<file path="src/rtl/rx_irq_pkg.sv">
package rx_irq_pkg;
  typedef enum logic [1:0] {
    SRC_RDY = 2'b00,
    SRC_MCB = 2'b01,
    SRC_FS  = 2'b10,
    SRC_ERR = 2'b11
  } irq_src_e;
endpackage

</file>
<file path="src/rtl/rx_irq_rise.sv">
// Per-bit rising-edge detectors on synchronous status flags; history always tracks.
module rx_irq_rise #(
  parameter int W = 2
) (
  input  logic         clk,
  input  logic         rst_n,
  input  logic [W-1:0] lvl,
  output logic [W-1:0] rise
);
  logic [W-1:0] hist_q;

  for (genvar i = 0; i < W; i++) begin : g_bit
    always_ff @(posedge clk or negedge rst_n) begin
      if (!rst_n) hist_q[i] <= 1'b0;
      else        hist_q[i] <= lvl[i];
    end
    assign rise[i] = lvl[i] & ~hist_q[i];

    // a detected rise is never followed by another rise in the next cycle
    a_r3_rise_single: assert property (@(posedge clk) disable iff (!rst_n)
      rise[i] |=> !rise[i]);
  end
endmodule

</file>
<file path="src/rtl/rx_irq_fs_sync.sv">
// Synchronizer chain plus edge detector for the asynchronous frame-sync input.
module rx_irq_fs_sync #(
  parameter int STAGES = 2
) (
  input  logic clk,
  input  logic rst_n,
  input  logic fs_in,
  output logic fs_rise
);
  localparam int CHAIN = STAGES + 1;
  logic [CHAIN-1:0] chain_q;

  always_ff @(posedge clk or negedge rst_n) begin
    if (!rst_n) chain_q <= '0;
    else        chain_q <= {chain_q[CHAIN-2:0], fs_in};
  end

  assign fs_rise = chain_q[STAGES-1] & ~chain_q[STAGES];

  // one interrupt per external pulse
  a_r6_fs_one_shot: assert property (@(posedge clk) disable iff (!rst_n)
    fs_rise |=> !fs_rise);
endmodule

</file>
<file path="src/rtl/rx_irq_mode_reg.sv">
// Holds the event-select field of the receive control register.
module rx_irq_mode_reg
  import rx_irq_pkg::*;
#(
  parameter int REG_W    = 8,
  parameter int MODE_LSB = 4
) (
  input  logic             clk,
  input  logic             rst_n,
  input  logic             wr_en,
  input  logic [REG_W-1:0] wr_data,
  output irq_src_e         mode
);
  localparam int MODE_MSB = MODE_LSB + 1;

  always_ff @(posedge clk or negedge rst_n) begin
    if (!rst_n)     mode <= SRC_RDY;
    else if (wr_en) mode <= irq_src_e'(wr_data[MODE_MSB:MODE_LSB]);
  end

  // the field only moves on a write
  a_r2_mode_hold: assert property (@(posedge clk) disable iff (!rst_n)
    !wr_en |=> $stable(mode));
endmodule

</file>
<file path="src/rtl/rx_irq_event_sel.sv">
module rx_irq_event_sel
  import rx_irq_pkg::*;
#(
  parameter int REG_W       = 8,
  parameter int MODE_LSB    = 4,
  parameter int SYNC_STAGES = 2
) (
  input  logic             clk,
  input  logic             rst_n,
  input  logic             cfg_wr_en,
  input  logic [REG_W-1:0] cfg_wr_data,
  output logic [REG_W-1:0] cfg_rd_data,
  input  logic             rx_ready,
  input  logic             rx_sync_err,
  input  logic             mc_enable,
  input  logic             mc_block_end,
  input  logic             mc_frame_end,
  input  logic             fs_async,
  input  logic             rcv_in_reset,
  output logic             irq
);
  localparam int MODE_MSB = MODE_LSB + 1;
  localparam int FLAG_N   = 2;
  localparam int IDX_RDY  = 0;
  localparam int IDX_ERR  = 1;

  irq_src_e          mode_q;
  logic [FLAG_N-1:0] flag_rise;
  logic              fs_evt;
  logic              sel_evt;
  logic              irq_q;

  rx_irq_mode_reg #(.REG_W(REG_W), .MODE_LSB(MODE_LSB)) mode_i (
    .clk(clk), .rst_n(rst_n), .wr_en(cfg_wr_en), .wr_data(cfg_wr_data), .mode(mode_q)
  );

  rx_irq_rise #(.W(FLAG_N)) rise_i (
    .clk(clk), .rst_n(rst_n), .lvl({rx_sync_err, rx_ready}), .rise(flag_rise)
  );

  rx_irq_fs_sync #(.STAGES(SYNC_STAGES)) fs_i (
    .clk(clk), .rst_n(rst_n), .fs_in(fs_async), .fs_rise(fs_evt)
  );

  always_comb begin
    unique case (mode_q)
      SRC_RDY: sel_evt = flag_rise[IDX_RDY] & ~rcv_in_reset;
      SRC_MCB: sel_evt = mc_enable & (mc_block_end | mc_frame_end) & ~rcv_in_reset;
      SRC_FS:  sel_evt = fs_evt;
      SRC_ERR: sel_evt = flag_rise[IDX_ERR] & ~rcv_in_reset;
      default: sel_evt = 1'b0;
    endcase
  end

  always_ff @(posedge clk or negedge rst_n) begin
    if (!rst_n) irq_q <= 1'b0;
    else        irq_q <= sel_evt;
  end
  assign irq = irq_q;

  always_comb begin
    cfg_rd_data                    = '0;
    cfg_rd_data[MODE_MSB:MODE_LSB] = mode_q;
    cfg_rd_data[IDX_RDY]           = rx_ready;
    cfg_rd_data[IDX_ERR]           = rx_sync_err;
  end

  // ready rise in mode 00 outside receiver reset raises the request
  a_r3_rdy_fires: assert property (@(posedge clk) disable iff (!rst_n)
    (mode_q == SRC_RDY && !rcv_in_reset && $rose(rx_ready)) |=> irq);
  // multichannel mode off means silence in mode 01
  a_r5_mc_off: assert property (@(posedge clk) disable iff (!rst_n)
    (mode_q == SRC_MCB && !mc_enable) |=> !irq);
  // error flag set in mode 11 raises the request
  a_r7_err_fires: assert property (@(posedge clk) disable iff (!rst_n)
    (mode_q == SRC_ERR && !rcv_in_reset && $rose(rx_sync_err)) |=> irq);
  // receiver reset masks every source but frame sync
  a_r9_rcv_reset_mask: assert property (@(posedge clk) disable iff (!rst_n)
    (rcv_in_reset && mode_q != SRC_FS) |=> !irq);
  // in mode 10 the request only follows a synchronized frame-sync edge
  a_r6_fs_source: assert property (@(posedge clk) disable iff (!rst_n)
    (mode_q == SRC_FS && !fs_evt) |=> !irq);
endmodule

</file>
<file path="config.mk">
export PLATFORM = sky130hd
export DESIGN_NAME = rx_irq_event_sel
export DESIGN_NICKNAME = d
export VERILOG_FILES = /design/src/rtl/rx_irq_pkg.sv /design/src/rtl/rx_irq_rise.sv /design/src/rtl/rx_irq_fs_sync.sv /design/src/rtl/rx_irq_mode_reg.sv /design/src/rtl/rx_irq_event_sel.sv
export SDC_FILE = /design/constraint.sdc
export NUM_CORES = 1
export LEC_CHECK = 0
export ABC_AREA = 0
export BUFFER_PORTS_ARGS = -buffer_cell sky130_fd_sc_hd__buf_2
export CORE_AREA = 2 2 39 41
export CTS_CLUSTER_SIZE = 24
export DETAILED_ROUTE_END_ITERATION = 12
export DIE_AREA = 0 0 41 43
export PLACE_DENSITY_LB_ADDON = 0.1
export SYNTH_ARGS = -nofsm -noshare
export SYNTH_HDL_FRONTEND = slang
export SYNTH_SLANG_ARGS = --single-unit
</file>
<file path="constraint.sdc">
create_clock -name clk -period 1.1 [get_ports clk]
set_clock_uncertainty 0.15 [all_clocks]
set_input_delay 0 -clock clk [delete_from_list [all_inputs] [get_ports clk]]
set_output_delay 0 -clock clk [all_outputs]
set_load 0.01 [all_outputs]
</file>
==> results of run 1 <==
[cells in the mapped netlist]
cell type / number / area share
a31oi_1: 1 / 0.019
buf_4: 6 / 0.14
conb_1: 1 / 0.011
dfrtp_1: 8 / 0.61
inv_1: 1 / 0.011
mux2_1: 2 / 0.068
nand3b_1: 1 / 0.023
nor2b_1: 1 / 0.019
nor4b_2: 1 / 0.046
o21ai_0: 2 / 0.030
o2bb2ai_1: 1 / 0.027
[cell families (layout without fill, tap and decap cells)]
group | Yosys count | count (layout) | share of synthesized area
buf+inv | 7 | 34 | 0.1483
simple gates | 3 | 3 | 0.08746
other cells | 1 | 4 | 0.01140
flops | 8 | 8 | 0.6084
mux | 2 | 2 | 0.06844
compound gates | 4 | 4 | 0.07606
[worst max-delay path, cell delays in order, from the launching register on]
cell,delay (ns)
dfrtp_2,0.43
buf_4,0.14
mux2_1,0.27
[sequential cells by signal, summed over array words and instances, names as in the netlist]
signal and flops:
fs_i.chain_q 3, mode_i.mode 2, rise_i.hist_q 2, irq 1
[power by group]
part / total [mW] / internal (mW) / switching [mW]
Clock: 0.248 / 0.139 / 0.109
Combinational: 0.122 / 0.0750 / 0.0469
Sequential: 0.327 / 0.315 / 0.0116
[through the flow]
stage               utilization  hold WS [ns]
finish                   0.4005     -0.007992
detailed placement       0.2866       -0.2979
global route             0.4005       0.05664
global placement         0.2866       -0.3007
CTS                      0.3906      0.005724
floorplan                     -       -0.4456
[layout make-up]
type / instances / share of cell area
flip-flops and latches: 8 / 0.3634
clock buffers: 4 / 0.04740
repair buffers: 29 / 0.3815
well taps: 16 / 0.03612
multi-input cells: 13 / 0.1648
inverters: 1 / 0.006772
[per-layer routing]
layer / vias up / routed length, um / global-route usage
li1: 134 / - / -
met1: 121 / 281 / 0.1023
met2: 12 / 341 / 0.1438
met3: 2 / 49 / 0.03141
met4: 0 / 7 / 0.1000
met5: - / 0 / 0
[worst max path at each step]
stage	from	to	slack [ns]	cells after the start
after floorplan	mode_i.mode[1]	irq	0.004	3
after global placement	mode_i.mode[1]	irq	0.007	3
after CTS	mode_i.mode[1]	irq	0.001	4
after detailed placement	mode_i.mode[1]	irq	-0.02	3
after global routing	mode_i.mode[1]	irq	-0.05	3
final	mode_i.mode[1]	mode_i.mode[1]	-0.001	2
[timing repair]
item | CTS | global route
pin swaps | 2 | 0
buffers inserted | 1 | 1
setup endpoints to repair | 1 | 1
hold buffers | 11 | 0
gates resized for setup | 0 | 2
hold endpoints to repair | 14 | 0
==> results.yml, run 1 <==
power:
  finalPower_uw: 696.9
  peakVddDrop_mv: 0.4953
  p_per_area_nw_per_um2: 1257
  p_leak_nw: 0.2681
die:
  die_w_um: 41
  dieHeight_um: 43
  pin_count: 27
  dieArea_um2: 1763
  initial_utilization: 0.2378
  rows: 14
  core_um2: 1384
job:
  maxCapViolCount: 0
place:
  gp_congestion: 0.6318
  place_inst: 54
  placed_area_um2: 396.6
  dp_slack_ns: -0.01934
  port_buffers: 16
cts:
  clockBufferDepth: 2
  cts.sinks: 8
  clock_latency_ns: 0.26
  cts_tree: "done"
  numCtsBuffers: 3
  clk_pin_slew_ns: 0.06
  clock-root-buffer: "clkbuf_4"
  htreeDepth: 1
synth:
  ys_warn_count: 0
  ys_seq_area_frac: 0.6084
  synth_seq_cells: 8
  syn_area_um2: 329.1
  synthCells: 25
  synthDistinctLibCells: 11
  synth.avg_cell_area_um2: 13.16
detailed_routing:
  first_iter_violations: 2
  wl_um: 680
  wire_per_inst_um: 9.577
  dr.pass1.iters: 4
  drc: 0
  via_per_inst: 3.789
  route.vias.total: 269
  ant_nets: 0
grt:
  grt_usage: 0.09919
  grt_overflow: 0
  grt_max_degree: 9
  antenna_found_initial: 0
  grt_pass1_vias: 291
  grt_pass1_wl_mm: 1.110
setup_path:
  cp_max_fo: 4
  reg2reg_depth: 2
  cp.arrival_ns: 1.10
  cp-end-kind: "flop"
  regToRegSetupSlack_ns: -0.001
  rr_startpoint: "mode_i.mode[1]"
  start_kind: "flop"
  worstSetupPathType: "reg2reg"
  cp.required_ns: 1.10
  r2r_end: "mode_i.mode[1]"
cells_and_area:
  mostFrequentLayoutCells: "buf_2 (15), dlygate4sd3_1 (11), dfrtp_1 (7), conb_1 (4), clkbuf_4 (3)"
  final_nets: 74
  area_delta_synth_final_pct: 68.44
  nFillCells: 147
  final_common_cell: "buf_2"
  fin_area_um2: 554.3
  drive_above_1_share: 0.4182
  final-seq-area_um2: 201.4
  multi_input_area_um2: 91.34
  antenna_cells: 0
  stdcell_count: 71
timing:
  finalSetupViolCount: 1
  fin_crit_sh: 1.001
  drv_slew: 0
  fmax_mhz: 908.2
  hold_violations: 1
  whs_ns: -0.007992
  setup_ws_ns: -0.001104
  tns_ns: -0.001104
  fin_crit_ns: 1.101
  rsz0062_at_grt: "true"
min_path:
  hp-class: "in2reg"
  hold_depth: 4
  min_to: "irq"
  holdCritStartpoint: "mc_frame_end"
run_status:
  outcome: "finished with violations"
  violations: "negative hold slack, negative setup slack"
Power figures use the tool's default switching activity.
==> run 2, diff against run 1 <==
- clock period: 1.1 -> 1.38 ns (I/O delays scaled with it)
==> run 2 against run 1 <==
The run now ends clean; largest cell class is now sequential cells; critical path depth grew 1; sequential power shrank 20%; register-to-register slack improved by 0.21 ns; largest power group unchanged; routed wire length fell by 5.9%; total power fell by 26%.
==> results.yml, run 2 (synthesized netlist as in run 1, its figures left out) <==
cts:
  cts_setup_buffers: 0
  htreeDepth: 1
  ctsResizeCount: 0
  clock-root-buffer: "clkbuf_4"
  clock_latency_ns: 0.25
  numCtsBuffers: 3
  cts.sinks: 8
  clockBufferDepth: 2
  holdBufCountCts: 9
  clk_pin_slew_ns: 0.05
  cts_tree: "done"
detailed_routing:
  first_iter_violations: 0
  wire_per_inst_um: 9.697
  via_per_inst: 3.909
  wl_um: 640
  dr.pass1.iters: 1
  ant_nets: 0
  route.vias.total: 258
  drc: 0
place:
  dp_slack_ns: 0.1969
  port_buffers: 16
  gp_congestion: 0.5886
  dp_hpwl_um: 468.8
cells_and_area:
  antenna_cells: 0
  mostFrequentLayoutCells: "buf_2 (16), dlygate4sd3_1 (9), dfrtp_1 (8), conb_1 (4), clkbuf_4 (3)"
  largest_reg_flops: 3
  drive_above_1_share: 0.4000
  registers.top_by_ff_count: "fs_i.chain_q"
  reg_top3: "fs_i.chain_q (3), mode_i.mode (2), rise_i.hist_q (2)"
  final_nets: 70
  area_delta_synth_final_pct: 54.37
  final_common_cell: "buf_2"
timing:
  drv_slew: 0
  finalSetupViolCount: 0
  setup_ws_ns: 0.2093
  fin_crit_ns: 1.171
  hold_violations: 0
  rsz0062_at_grt: "false"
  fmax_mhz: 854.2
  fin_crit_sh: 0.8483
  tns_ns: 0
grt:
  antenna_found_initial: 0
  grt_max_degree: 9
  grt_usage: 0.09026
  grt_pass1_wl_um: 993
  grt_pass1_vias: 231
  grt_overflow: 0
setup_path:
  worstSetupPathType: "reg2reg"
  cp_max_fo: 6
  cp-end-kind: "flop"
  cp-startpoint: "mode_i.mode[1]"
  start_kind: "flop"
  cp.arrival_ns: 1.19
  reg2reg_depth: 3
  r2r_end: "irq"
  rr_startpoint: "mode_i.mode[1]"
  cp.required_ns: 1.40
  regToRegSetupSlack_ns: 0.21
min_path:
  hp-class: "in2reg"
  hold_depth: 4
  holdCritStartpoint: "mc_enable"
  min_to: "irq"
die:
  pin_count: 27
  dieArea_um2: 1763
  initial_utilization: 0.2378
  rows: 14
  dieHeight_um: 43
  core_um2: 1384
  die_w_um: 41
run_status:
  outcome: "finished clean"
job:
  maxCapViolCount: 0
power:
  p_leak_nw: 0.2479
  p_per_area_nw_per_um2: 1010
  peakVddDrop_mv: 0.4095
==> run 2: changes by cell type in the layout (fill, tap and decap cells not counted), sizes merged <==
cell and change:
buf -2, clkbuf -1, dlygate4sd3 -2
==> run 2: through the flow <==
step	power [mW]	util	hold WS, ns	std cells	cell area (um^2)
global route	0.5525	0.3671	0.04492	66	508.0
global placement	0.3239	0.2857	-0.3011	54	395.4
CTS	0.5270	0.3671	0.01788	66	508.0
floorplan	0.3013	-	-0.4456	28	340.3
finish	0.5128	0.3671	0.01391	66	508.0
detailed placement	0.3263	0.2857	-0.2936	54	395.4
==> run 2: cell type report <==
| class | count | area [um^2] |
|---|---|---|
| clock buffer | 3 | 22.52 |
| fill | 154 | 875.8 |
| inverter | 1 | 3.754 |
| multi-input combinational | 13 | 91.34 |
| sequential | 8 | 200.2 |
| tap | 16 | 20.02 |
| timing repair buffer | 25 | 170.2 |
==> run 2: power breakdown <==
part           leakage, nW  internal [mW]  total, mW  switching [mW]
clock network       0.0138         0.0991      0.172          0.0729
logic                0.139         0.0455     0.0791          0.0336
registers           0.0950          0.251      0.262          0.0108
total                0.248          0.396      0.513           0.117
==> run 2: worst max-delay path, cell delays in order, from the launching register on <==
cell	delay [ns]
dfrtp_1	0.43
nor4b_2	0.28
a31oi_1	0.06
o2bb2ai_1	0.16
==> run 2: worst max-delay path by stage <==
| stage | slack, ns | to | depth (start not counted) |
|---|---|---|---|
| global route | 0.12 | irq | 3 |
| global placement | 0.25 | irq | 3 |
| detailed placement | 0.20 | irq | 3 |
| finish | 0.21 | irq | 3 |
| CTS | 0.18 | irq | 3 |
| floorplan | 0.27 | irq | 3 |
==> run 2: routing by layer <==
| layer | up-vias | part of all wire | track usage |
|---|---|---|---|
| li1 | 128 | - | - |
| met1 | 117 | 0.39 | 0.1030 |
| met2 | 13 | 0.52 | 0.1250 |
| met3 | 0 | 0.084 | 0.04712 |
| met4 | 0 | 0 | 0.06000 |
| met5 | - | 0 | 0 |
==> run 3, diff against run 2 <==
- clock period: 1.38 -> 1.2 ns (I/O delays scaled with it)
==> run 3 against run 2 <==
Sequential share of layout area rose by 0.15 points; sequential power rose by 15%; worst setup slack got worse by 0.13 ns; critical path type unchanged; largest cell class unchanged; largest power group unchanged.
==> results.yml, run 3 (synthesized netlist as in run 1, its figures left out) <==
run_status:
  outcome: "finished clean"
detailed_routing:
  wire_per_inst_um: 9.848
  ant_nets: 0
  wl_um: 650
  via_per_inst: 3.939
  first_iter_violations: 3
  dr.pass1.iters: 2
  route.vias.total: 260
  drc: 0
cells_and_area:
  drive_above_1_share: 0.4200
  nFillCells: 152
  final_nets: 70
  mostFrequentLayoutCells: "buf_2 (16), dlygate4sd3_1 (9), dfrtp_1 (7), conb_1 (4), clkbuf_4 (3)"
  area_delta_synth_final_pct: 54.75
  reg_top3: "fs_i.chain_q (3), mode_i.mode (2), rise_i.hist_q (2)"
  final_common_cell: "buf_2"
  registers.top_by_ff_count: "fs_i.chain_q"
  largest_reg_flops: 3
  antenna_cells: 0
place:
  port_buffers: 16
  gp_congestion: 0.5886
  dp_hpwl_um: 468.8
power:
  p_per_area_nw_per_um2: 1162
  peakVddDrop_mv: 0.4736
  p_leak_nw: 0.2468
cts:
  cts.sinks: 8
  cts_setup_buffers: 0
  cts_tree: "done"
  numCtsBuffers: 3
  clock_latency_ns: 0.25
  clock-root-buffer: "clkbuf_4"
  htreeDepth: 1
  clk_pin_slew_ns: 0.05
  clockBufferDepth: 2
timing:
  whs_ns: 0.01412
  drv_slew: 0
  tns_ns: 0
  hold_violations: 0
  rsz0062_at_grt: "true"
  finalSetupViolCount: 0
  fin_crit_ns: 1.124
  fmax_mhz: 890.0
  fin_crit_sh: 0.9364
die:
  die_w_um: 41
  pin_count: 27
  dieHeight_um: 43
  dieArea_um2: 1763
  core_um2: 1384
  rows: 14
  initial_utilization: 0.2378
setup_path:
  critical-path-max-stage-delay_ns: 0.44
  path_buf_inv: 0
  worstSetupPathType: "reg2reg"
  cp_top_family: "flip-flops"
  slowest_stage: "dfrtp_2"
  cp.arrival_ns: 1.14
  cp_max_fo: 6
  start_kind: "flop"
  regToRegSetupSlack_ns: 0.08
  cp.required_ns: 1.22
  cp-end-kind: "flop"
  cp_cell_sequence: "nor4b_2 > a31oi_1 > o2bb2ai_1"
grt:
  antenna_found_initial: 0
  grt_pass1_wl_um: 993
  grt_overflow: 0
  grt_max_degree: 9
  grt_usage: 0.09026
  grt_pass1_vias: 231
job:
  maxCapViolCount: 0
min_path:
  hp-class: "in2reg"
-- run 3: cell type report --
cell class / instances / area [um^2] / share of cell area
repair buffers: 25 / 170.2 / 0.3342
well taps: 16 / 20.02 / 0.03931
inverters: 1 / 3.754 / 0.007371
multi-input cells: 13 / 91.34 / 0.1794
flip-flops and latches: 8 / 201.4 / 0.3956
clock buffers: 3 / 22.52 / 0.04423
-- run 3: path summary, 6_finish.rpt --
path | from | end | depth (start not counted)
max in group asynchronous | rst_n | mode_i.mode[1] | 3
worst max register to register | mode_i.mode[1] | irq | 3
worst max-delay path | mode_i.mode[1] | irq | 3
worst min register to register | fs_i.chain_q[0] | fs_i.chain_q[1] | 0
worst min-delay path | mc_enable | irq | 4
min in group asynchronous | rst_n | rise_i.hist_q[1] | 3
-- run 3: worst reg2reg max path: cells and delay by family, from the launching register on --
family | cells | cell delay (ns)
DFF | 1 | 0.44
and+or+nand+nor | 1 | 0.25
AOI/OAI and AO/OA | 2 | 0.20
-- run 3: metrics by stage --
stage          instances  power (mW)  setup slack [ns]  utilization  cell area [um^2]
3_5_place_dp          54      0.3752           0.01686       0.2857             395.4
3_3_place_gp          54      0.3724           0.06808       0.2857             395.4
5_1_grt               66      0.6366         -0.007588       0.3680             509.2
4_1_cts               66      0.6061          0.002957       0.3671             508.0
6_report              66      0.5916           0.07636       0.3680             509.2
2_1_floorplan         28      0.3465           0.08519            -             340.3
-- run 3: repair_timing --
action,in CTS,in global routing
setup endpoints to repair,0,9
gates resized for setup,0,1
endpoints found under the hold margin,14,8
hold buffers,9,1
-- run 3: where the power goes --
part	total (mW)	internal, mW	leakage (nW)	switching (mW)
logic	0.0913	0.0524	0.139	0.0389
clock network	0.198	0.114	0.0138	0.0844
registers	0.302	0.289	0.0940	0.0127
-- run 3: layer usage --
layer / GRT usage / part of all wire / vias up
met3: 0.04712 / 0.077 / 0
met2: 0.1250 / 0.52 / 13
met4: 0.06000 / 0 / 0
li1: - / - / 127
met1: 0.1030 / 0.41 / 120
met5: 0 / 0 / -
